## src/rtl/brk_pkg.sv

```systemverilog
package brk_pkg;

    localparam int KIND_W = 4;
    localparam logic [KIND_W-1:0] KIND_MATCH2 = 4'd2;
    localparam logic [KIND_W-1:0] KIND_MATCH6 = 4'd6;

    // access-kind bits of the control word
    localparam int CB_LOAD  = 0;
    localparam int CB_STORE = 1;
    localparam int CB_EXEC  = 2;

    // privilege enables: base + level code
    localparam int CB_PRIV_U  = 3;
    localparam int CB_PRIV_S  = 4;
    localparam int CB_PRIV_M  = 6;
    localparam int CB_GUEST_U = 23;
    localparam int CB_GUEST_S = 24;

    typedef enum logic [1:0] {
        LVL_USER  = 2'd0,
        LVL_SUPER = 2'd1,
        LVL_RSVD  = 2'd2,
        LVL_MACH  = 2'd3
    } lvl_e;

    // window length in bytes for a size code; undefined codes watch 8 bytes
    function automatic logic [3:0] window_bytes(input logic [3:0] code);
        logic [3:0] len;
        case (code)
            4'd1:    len = 4'd1;
            4'd2:    len = 4'd2;
            4'd3:    len = 4'd4;
            4'd5:    len = 4'd8;
            default: len = 4'd8;
        endcase
        return len;
    endfunction

endpackage

```

## src/rtl/brk_trig_eval.sv

```systemverilog
module brk_trig_eval
    import brk_pkg::*;
#(
    parameter int XLEN = 32
) (
    input  logic [XLEN-1:0] ctrl_i,
    input  logic [XLEN-1:0] cmp_i,
    input  logic [1:0]      priv_i,
    input  logic            virt_i,
    input  logic            fetch_valid_i,
    input  logic [XLEN-1:0] fetch_pc_i,
    input  logic            mem_valid_i,
    input  logic [XLEN-1:0] mem_addr_i,
    input  logic [1:0]      mem_size_i,
    input  logic            mem_write_i,
    output logic            hit_exec_o,
    output logic            hit_data_o
);

    localparam int EXT_W = XLEN + 1;

    logic [KIND_W-1:0] kind;
    logic              is_k2;
    logic              is_k6;
    logic [3:0]        k2_code;
    logic [3:0]        size_code;
    logic              any_lvl_en;
    logic              any_acc_en;
    logic              lvl_ok;
    logic              armed;
    logic              dir_ok;
    logic              overlap;
    logic [EXT_W-1:0]  acc_lo;
    logic [EXT_W-1:0]  acc_hi;
    logic [EXT_W-1:0]  win_lo;
    logic [EXT_W-1:0]  win_hi;

    assign kind  = ctrl_i[XLEN-1 -: KIND_W];
    assign is_k2 = (kind == KIND_MATCH2);
    assign is_k6 = (kind == KIND_MATCH6);

    // kind 2 size code gains two upper bits only on the wide variant
    if (XLEN >= 64) begin : g_wide_size
        assign k2_code = {ctrl_i[22:21], ctrl_i[17:16]};
    end else begin : g_narrow_size
        assign k2_code = {2'b00, ctrl_i[17:16]};
    end

    assign size_code = is_k6 ? ctrl_i[19:16] : k2_code;

    always_comb begin
        any_lvl_en = ctrl_i[CB_PRIV_U] | ctrl_i[CB_PRIV_S] | ctrl_i[CB_PRIV_M];
        if (is_k6) begin
            any_lvl_en = any_lvl_en | ctrl_i[CB_GUEST_U] | ctrl_i[CB_GUEST_S];
        end
        any_acc_en = ctrl_i[CB_LOAD] | ctrl_i[CB_STORE] | ctrl_i[CB_EXEC];
    end

    always_comb begin
        lvl_ok = 1'b0;
        if (!virt_i) begin
            case (priv_i)
                LVL_USER:  lvl_ok = ctrl_i[CB_PRIV_U];
                LVL_SUPER: lvl_ok = ctrl_i[CB_PRIV_S];
                LVL_RSVD:  lvl_ok = ctrl_i[5];
                default:   lvl_ok = ctrl_i[CB_PRIV_M];
            endcase
        end else if (is_k6) begin
            case (priv_i)
                LVL_USER:  lvl_ok = ctrl_i[CB_GUEST_U];
                LVL_SUPER: lvl_ok = ctrl_i[CB_GUEST_S];
                default:   lvl_ok = 1'b0;
            endcase
        end
    end

    assign armed = (is_k2 | is_k6) & any_lvl_en & any_acc_en & lvl_ok;

    // byte ranges, one bit wider so the end address never wraps
    always_comb begin
        acc_lo  = {1'b0, mem_addr_i};
        acc_hi  = acc_lo + (EXT_W'(1) << mem_size_i);
        win_lo  = {1'b0, cmp_i};
        win_hi  = win_lo + EXT_W'(window_bytes(size_code));
        overlap = (acc_lo < win_hi) && (win_lo < acc_hi);
        dir_ok  = mem_write_i ? ctrl_i[CB_STORE] : ctrl_i[CB_LOAD];
    end

    assign hit_exec_o = armed & fetch_valid_i & ctrl_i[CB_EXEC] & (fetch_pc_i == cmp_i);
    assign hit_data_o = armed & mem_valid_i & dir_ok & overlap;

    always_comb begin
        if (virt_i && is_k2) begin
            p_k2_silent_virt_r6: assert (!hit_exec_o && !hit_data_o);
        end
        if (!is_k2 && !is_k6) begin
            p_foreign_kind_r10: assert (!hit_exec_o && !hit_data_o);
        end
        if (hit_exec_o) begin
            p_exec_exact_r2: assert (fetch_pc_i == cmp_i && fetch_valid_i);
        end
        if (hit_data_o) begin
            p_data_needs_access_r3: assert (mem_valid_i);
        end
    end

endmodule

```

## src/rtl/brk_prio_pick.sv

```systemverilog
module brk_prio_pick #(
    parameter int N     = 2,
    parameter int IDX_W = 1
) (
    input  logic [N-1:0]     hits_i,
    output logic             any_o,
    output logic [IDX_W-1:0] idx_o
);

    logic [N-1:0] below;

    always_comb begin
        idx_o = '0;
        for (int i = N - 1; i >= 0; i--) begin
            if (hits_i[i]) begin
                idx_o = IDX_W'(i);
            end
        end
        any_o = |hits_i;
    end

    always_comb begin
        for (int i = 0; i < N; i++) begin
            below[i] = (IDX_W'(i) < idx_o);
        end
        if (any_o) begin
            p_lowest_wins_r9: assert (hits_i[idx_o] && ((hits_i & below) == '0));
        end
    end

endmodule

```

## src/rtl/brk_match_unit.sv

```systemverilog
module brk_match_unit
    import brk_pkg::*;
#(
    parameter int NUM_TRIG = 2,
    parameter int XLEN     = 32,
    parameter int IDX_W    = (NUM_TRIG > 1) ? $clog2(NUM_TRIG) : 1
) (
    input  logic                     clk_i,
    input  logic                     rst_ni,
    input  logic [NUM_TRIG*XLEN-1:0] trig_ctrl_i,
    input  logic [NUM_TRIG*XLEN-1:0] trig_cmp_i,
    input  logic [1:0]               priv_i,
    input  logic                     virt_i,
    input  logic                     fetch_valid_i,
    input  logic [XLEN-1:0]          fetch_pc_i,
    input  logic                     mem_valid_i,
    input  logic [XLEN-1:0]          mem_addr_i,
    input  logic [1:0]               mem_size_i,
    input  logic                     mem_write_i,
    output logic                     brk_req_o,
    output logic [IDX_W-1:0]         brk_idx_o,
    output logic                     brk_exec_o
);

    typedef struct packed {
        logic             req;
        logic [IDX_W-1:0] idx;
        logic             exec;
    } brk_state_t;

    brk_state_t state_d, state_q;

    logic [NUM_TRIG-1:0] exec_vec;
    logic [NUM_TRIG-1:0] data_vec;
    logic [NUM_TRIG-1:0] hit_vec;
    logic                hit_any;
    logic [IDX_W-1:0]    hit_idx;

    for (genvar g = 0; g < NUM_TRIG; g++) begin : g_trig
        brk_trig_eval #(
            .XLEN (XLEN)
        ) eval_i (
            .ctrl_i        (trig_ctrl_i[g*XLEN +: XLEN]),
            .cmp_i         (trig_cmp_i[g*XLEN +: XLEN]),
            .priv_i        (priv_i),
            .virt_i        (virt_i),
            .fetch_valid_i (fetch_valid_i),
            .fetch_pc_i    (fetch_pc_i),
            .mem_valid_i   (mem_valid_i),
            .mem_addr_i    (mem_addr_i),
            .mem_size_i    (mem_size_i),
            .mem_write_i   (mem_write_i),
            .hit_exec_o    (exec_vec[g]),
            .hit_data_o    (data_vec[g])
        );
    end

    assign hit_vec = exec_vec | data_vec;

    brk_prio_pick #(
        .N     (NUM_TRIG),
        .IDX_W (IDX_W)
    ) prio_i (
        .hits_i (hit_vec),
        .any_o  (hit_any),
        .idx_o  (hit_idx)
    );

    always_comb begin
        state_d      = '0;
        state_d.req  = hit_any;
        if (hit_any) begin
            state_d.idx  = hit_idx;
            state_d.exec = exec_vec[hit_idx];
        end
    end

    always_ff @(posedge clk_i or negedge rst_ni) begin
        if (!rst_ni) begin
            state_q <= '0;
        end else begin
            state_q <= state_d;
        end
    end

    assign brk_req_o  = state_q.req;
    assign brk_idx_o  = state_q.idx;
    assign brk_exec_o = state_q.exec;

    p_req_follows_hit_r11: assert property (@(posedge clk_i) disable iff (!rst_ni)
        (|hit_vec) |=> brk_req_o);

    p_no_spurious_req_r11: assert property (@(posedge clk_i) disable iff (!rst_ni)
        !(|hit_vec) |=> (!brk_req_o && brk_idx_o == '0 && !brk_exec_o));

    p_exec_flag_needs_req_r2: assert property (@(posedge clk_i) disable iff (!rst_ni)
        brk_exec_o |-> brk_req_o);

    p_single_lowest_r9: assert property (@(posedge clk_i) disable iff (!rst_ni)
        hit_vec[0] |=> (brk_idx_o == '0));

endmodule

```

## config.mk

```make
export PLATFORM = sky130hd
export DESIGN_NAME = brk_match_unit
export DESIGN_NICKNAME = d
export VERILOG_FILES = /design/src/rtl/brk_pkg.sv /design/src/rtl/brk_trig_eval.sv /design/src/rtl/brk_prio_pick.sv /design/src/rtl/brk_match_unit.sv
export SDC_FILE = /design/constraint.sdc
export NUM_CORES = 1
export LEC_CHECK = 0
export BUFFER_PORTS_ARGS = -buffer_cell sky130_fd_sc_hd__clkbuf_2
export CAP_MARGIN = 5
export CELL_PAD_IN_SITES_DETAIL_PLACEMENT = 0
export CELL_PAD_IN_SITES_GLOBAL_PLACEMENT = 2
export CORE_MARGIN = 2
export CORE_UTILIZATION = 31
export CTS_BUF_LIST = sky130_fd_sc_hd__clkbuf_2
export DETAILED_ROUTE_END_ITERATION = 12
export GPL_TIMING_DRIVEN = 0
export PLACE_DENSITY_LB_ADDON = 0.1
export SYNTH_ARGS = -nofsm -noshare
export SYNTH_HDL_FRONTEND = slang
export SYNTH_SLANG_ARGS = --single-unit
export TNS_END_PERCENT = 5
```

## constraint.sdc

```tcl
create_clock -name clk_i -period 0.8 [get_ports clk_i]
set_input_delay 0.16 -clock clk_i [delete_from_list [all_inputs] [get_ports clk_i]]
set_output_delay 0.16 -clock clk_i [all_outputs]
set_load 0.03 [all_outputs]
```

# Word level (Yosys, flattened, before mapping)
# Index checks and enable logic that the tools add are counted.
[word_totals] output_inout_bits=3 inputBits=202 reg_bits=3 wordCells=84
[classes] n_shift=1 bitwise_logic=33 muxes=21 n_addsub=3 n_eq_ne=14 order_cmp=5 reduce_logical=4
[ops] operator="$lt A32 B33 Y1" count=4
[ops] operator="$add A32 B4 Y33" count=2
[ops] operator="$eq A32 B32 Y1" count=2
[ops] operator="$add A32 B33 Y33" count=1
[ops] operator="$shl A1 B2 Y33 const A" count=1
[ops] operator="$eq A4 B2 Y1 const B" count=6
[ops] operator="$pmux W4 S3" count=2
[ops] operator="$and A1 B1 Y1" count=18
[ops] operator="$or A1 B1 Y1" count=14
[ops] operator="$mux W1" count=12
[ops] operator="$eq A4 B1 Y1 const B" count=2
[ops] operator="$eq A4 B3 Y1 const B" count=2
[ops] operator="$mux W4" count=2
[ops] operator="$pmux W1 S3" count=2
[ops] operator="$pmux W1 S2" count=2
[ops] operator="$eq A2 B1 Y1 const B" count=1
[ops] operator="$eq A2 B2 Y1 const B" count=1
[ops] operator="$logic_and A1 B1 Y1" count=2
[ops] operator="$logic_not A2 Y1" count=1
[ops] operator="$lt A1 B2 Y1 const B" count=1
[ops] operator="$mux W2" count=1
[ops] operator="$or A2 B2 Y2" count=1
[ops] operator="$reduce_or A2 Y1" count=1

# Depth between registers and ports, before layout
[depth] ltp_word=17 depth_mapped=22 depth_no_buf=21

# Hierarchy
# From an unflattened synthesis, not the netlist that was laid out.
[unflattened] cells_unflattened=837 area_unflattened_um2=6478.7
[by_module_without_submodules] mod="brk_trig_eval (g_trig[0].eval_i)" cells_per_inst=417 instances=1 seq_area_each_um2=0.0 area_each_um2=3229.3
[by_module_without_submodules] mod="brk_trig_eval (g_trig[1].eval_i)" cells_per_inst=410 instances=1 seq_area_each_um2=0.0 area_each_um2=3125.5
[by_module_without_submodules] mod="brk_match_unit" cells_per_inst=8 instances=1 seq_area_each_um2=75.1 area_each_um2=111.4
[by_module_without_submodules] mod="brk_prio_pick" cells_per_inst=2 instances=1 seq_area_each_um2=0.0 area_each_um2=12.5

# Worst setup path after synthesis
# Ideal clock, no wire load.
[synth_path] path_kind="input -> register" from="in trig_ctrl_i[18]" to="reg state_q, in the netlist brk_exec_o" cell_stages=21 t_arrival_ns=3.515 slack_ns=-2.839 path_cell_list="o2111ai_1 > nand2_1 > or2_2 > inv_1 > ha_1 > a21o_1 > a21oi_1 > o21ai_1 > or3b_1 > clkbuf_1 > nor2_2 > nand3_1 > xor2_1 > ha_1 > a21o_1 > a211oi_1 > o21a_1 > a31oi_1 > o21ai_1 > a31oi_1 > or2_1"
[synth_rtl] element="start, declared" line="brk_match_unit.sv:10" source="input logic [NUM_TRIG*XLEN-1:0] trig_ctrl_i,"
[synth_rtl] element="end signal, assigned" line="brk_match_unit.sv:82" source="state_q <= state_d;"
[synth_rtl] element="end, declared" line="brk_match_unit.sv:31" source="brk_state_t state_d, state_q;"

==> impl_metrics.env <==
export IMPL_crit_required_ps=870
export IMPL_setup_viol=6
export IMPL_place_inst=1140
export IMPL_period_share_pct=480
export IMPL_drt_pass1_iter_count=4
export IMPL_worst_slew_pin_transition_ps=747
export IMPL_synth_edf_count=0
export IMPL_grt_overflow=0
export IMPL_io_pins=205
export IMPL_hold_violations=0
export IMPL_grt_pass1_wl_um=37300
export IMPL_cp_max_fo=5
export IMPL_finalWirelength_um=24900
export IMPL_maxCapViolations=0
export IMPL_setup_ws_ps=-3040
export IMPL_min_period_ps=3840
export IMPL_synth_nets=1078
export IMPL_grt_usage_pct=24.4
export IMPL_numPortBuffers=174
export IMPL_hold_path_class="in -> async"
export IMPL_dp_hpwl_um=21800
export IMPL_powerDensity_nw_per_um2=586
export IMPL_max_freq_mhz=260
export IMPL_place_area_um2=7050
export IMPL_synth_common_cells="136 x ha_1, 97 x xor2_1, 66 x nand2_1, 57 x xnor2_1, 43 x a21oi_1"
export IMPL_synthTopCellsByArea="ha_1 29%, xor2_1 15%, xnor2_1 8.6%"
export IMPL_netlist_instances=737
export IMPL_syn2layout_area_growth_pct=33.1
export IMPL_fp_dieW_um=141
export IMPL_stdcell_count=1171
export IMPL_synth_most_common_cell="ha_1"
export IMPL_vias=6534
export IMPL_std_cell_rows=49
export IMPL_ir_worst_vdd_v=0.000278
export IMPL_drive_above_1_share_pct=30.9
export IMPL_avgSynthCellArea_um2=7.84
export IMPL_final_area_um2=7690
export IMPL_dominantRegCellSynth="dfrtp_1"
export IMPL_ys_warnings_count=0
export IMPL_first_global_vias=6597
export IMPL_coreArea_um2=18100
export IMPL_clock_sinks=3
export IMPL_slew_viol_final=0
export IMPL_worstPathArrival_ps=3920
export IMPL_status="complete, but fails checks"
export IMPL_numCtsBuffers=3
export IMPL_drtIter0Drc=301
export IMPL_gp_congestion=0.873
export IMPL_rsz0062_at_grt="yes"
export IMPL_synth_seq_cells=3
export IMPL_netlist_area_um2=5780
export IMPL_setup_worst_path_class="in -> reg"
export IMPL_synthArstFlopShare_pct=100
export IMPL_clockBufferDepth=2
export IMPL_ys_seq_area_share_pct=1.30
export IMPL_end_kind="register"
export IMPL_startpoint_type="input pin"
export IMPL_ant_nets=0
export IMPL_synth_top_area_share_pct=29.4
export IMPL_relSlewSlack_pct=49.4
export IMPL_htreeDepth=1
export IMPL_final_nets=1283
export IMPL_synth_largest_area_cell="ha_1"
export IMPL_start_util_pct=31.9
export IMPL_via_per_inst=5.58
export IMPL_die_h_um=141
export IMPL_avgRoutedWirePerCell_um=21.3
export IMPL_die_area_um2=19800
export IMPL_synth_cell_types=63
export IMPL_cts_tree="done"
export IMPL_drc_errors=0
export IMPL_cts_clk_slew_worst_paths_ps=50
export IMPL_antenna_found_initial=2
export IMPL_leakage_nw=3.41
export IMPL_grt_max_degree=9
export IMPL_failed_checks="setup timing"
export IMPL_cts_root_buf="clkbuf_2"
what timing repair did:
action	4_1_cts	5_1_grt
endpoints found under the hold margin	3	0
buffers inserted	21	6
pin swaps	44	34
hold buffers	1	0
gates resized for setup	65	25
setup endpoints to repair	6	6
per-stage QoR:
stage / hold WS (ps) / utilization [%] / TNS (ps) / setup slack (ps) / power, mW
5_1_grt: 274 / 42.4 / -9970 / -3230 / 4.98
6_report: 280 / 42.4 / -9270 / -3040 / 4.51
2_1_floorplan: -136 / - / -7870 / -2640 / 2.21
3_3_place_gp: -45.6 / 38.8 / -11360 / -3820 / 3.78
3_5_place_dp: -40.4 / 38.8 / -11630 / -3890 / 3.88
4_1_cts: 282 / 41.5 / -9360 / -3030 / 4.40
power breakdown:
| part | switching (mW) | internal (mW) | total, mW |
|---|---|---|---|
| sequential | 0.000370 | 0.153 | 0.153 |
| clock | 0.0789 | 0.132 | 0.211 |
| combinational | 2.40 | 1.75 | 4.15 |
layer usage:
metal,track usage [%],routed length [um],vias to the layer above
li1,-,-,3204
met1,31.9,10900,3114
met2,44.5,12500,198
met3,2.60,1310,18
met4,3.11,296,0
met5,0,0,-
worst max path at each step:
stage	endpoint	startpoint
floorplan	brk_exec_o	trig_ctrl_i[31]
global placement	brk_exec_o	trig_ctrl_i[18]
detailed placement	brk_exec_o	trig_ctrl_i[18]
CTS	brk_exec_o	trig_ctrl_i[31]
global route	brk_exec_o	trig_ctrl_i[28]
finish	brk_exec_o	trig_ctrl_i[28]
logic make-up (layout without fill, tap and decap cells):
family	Yosys count	count (layout)	share of synthesized area, %
buffers and inverters	22	226	1.43
other	0	1	0
XOR/XNOR	154	154	23.3
multiplexers	6	6	1.52
AND/OR/NAND/NOR	270	270	25.5
flip-flops	3	3	1.30
adder cells (fa/ha/maj)	139	139	30.5
AO/OA/AOI/OAI	143	143	16.5
sequential cells by signal, summed over array words and instances (netlist names):
name	flops
brk_idx_o	1
brk_exec_o	1
brk_req_o	1
cells in the final DEF (no fill, tap or decap), drive strengths merged, types with 5 or more instances in the layout:
master and n:
and3 11, buf 31, nor4 11, xor2 97, nand3 37, nor2b 8
a21o 15, o21ai 31, ha 136, o211ai 7, inv 17, clkbuf 177
nor2 41, nand4 42, nand2 66, and4 17, a21oi 43, a211oi 9
and2 5, xnor2 57, nor3 9, nand2b 5, a31oi 6
worst max-delay path, stage by stage:
cell and delay, ps:
buf_6 100, nor2_4 120, o2111ai_4 140, nand2_1 100, or2_4 130, inv_2 40, ha_4 250, a21o_1 140
a21oi_4 80, o21ai_4 160, or3b_4 430, nor2_4 210, nand3_2 90, xor2_1 160, ha_1 340, a21o_1 200
a21oi_2 140, and3_4 190, o211ai_1 100, o21ai_2 260, a31oi_1 100, or2_1 260
final cells by class:
| cell class | count | area (um^2) |
|---|---|---|
| diodes | 1 | 2.50 |
| plain buffers | 3 | 21.3 |
| clock buffers | 4 | 20.0 |
| fillers | 1910 | 10500 |
| inverters | 17 | 63.8 |
| multi-input cells | 712 | 6090 |
| flip-flops and latches | 3 | 75.1 |
| well taps | 229 | 287 |
| repair buffers | 202 | 1140 |
Note: power is estimated with default switching activity, not from simulation.
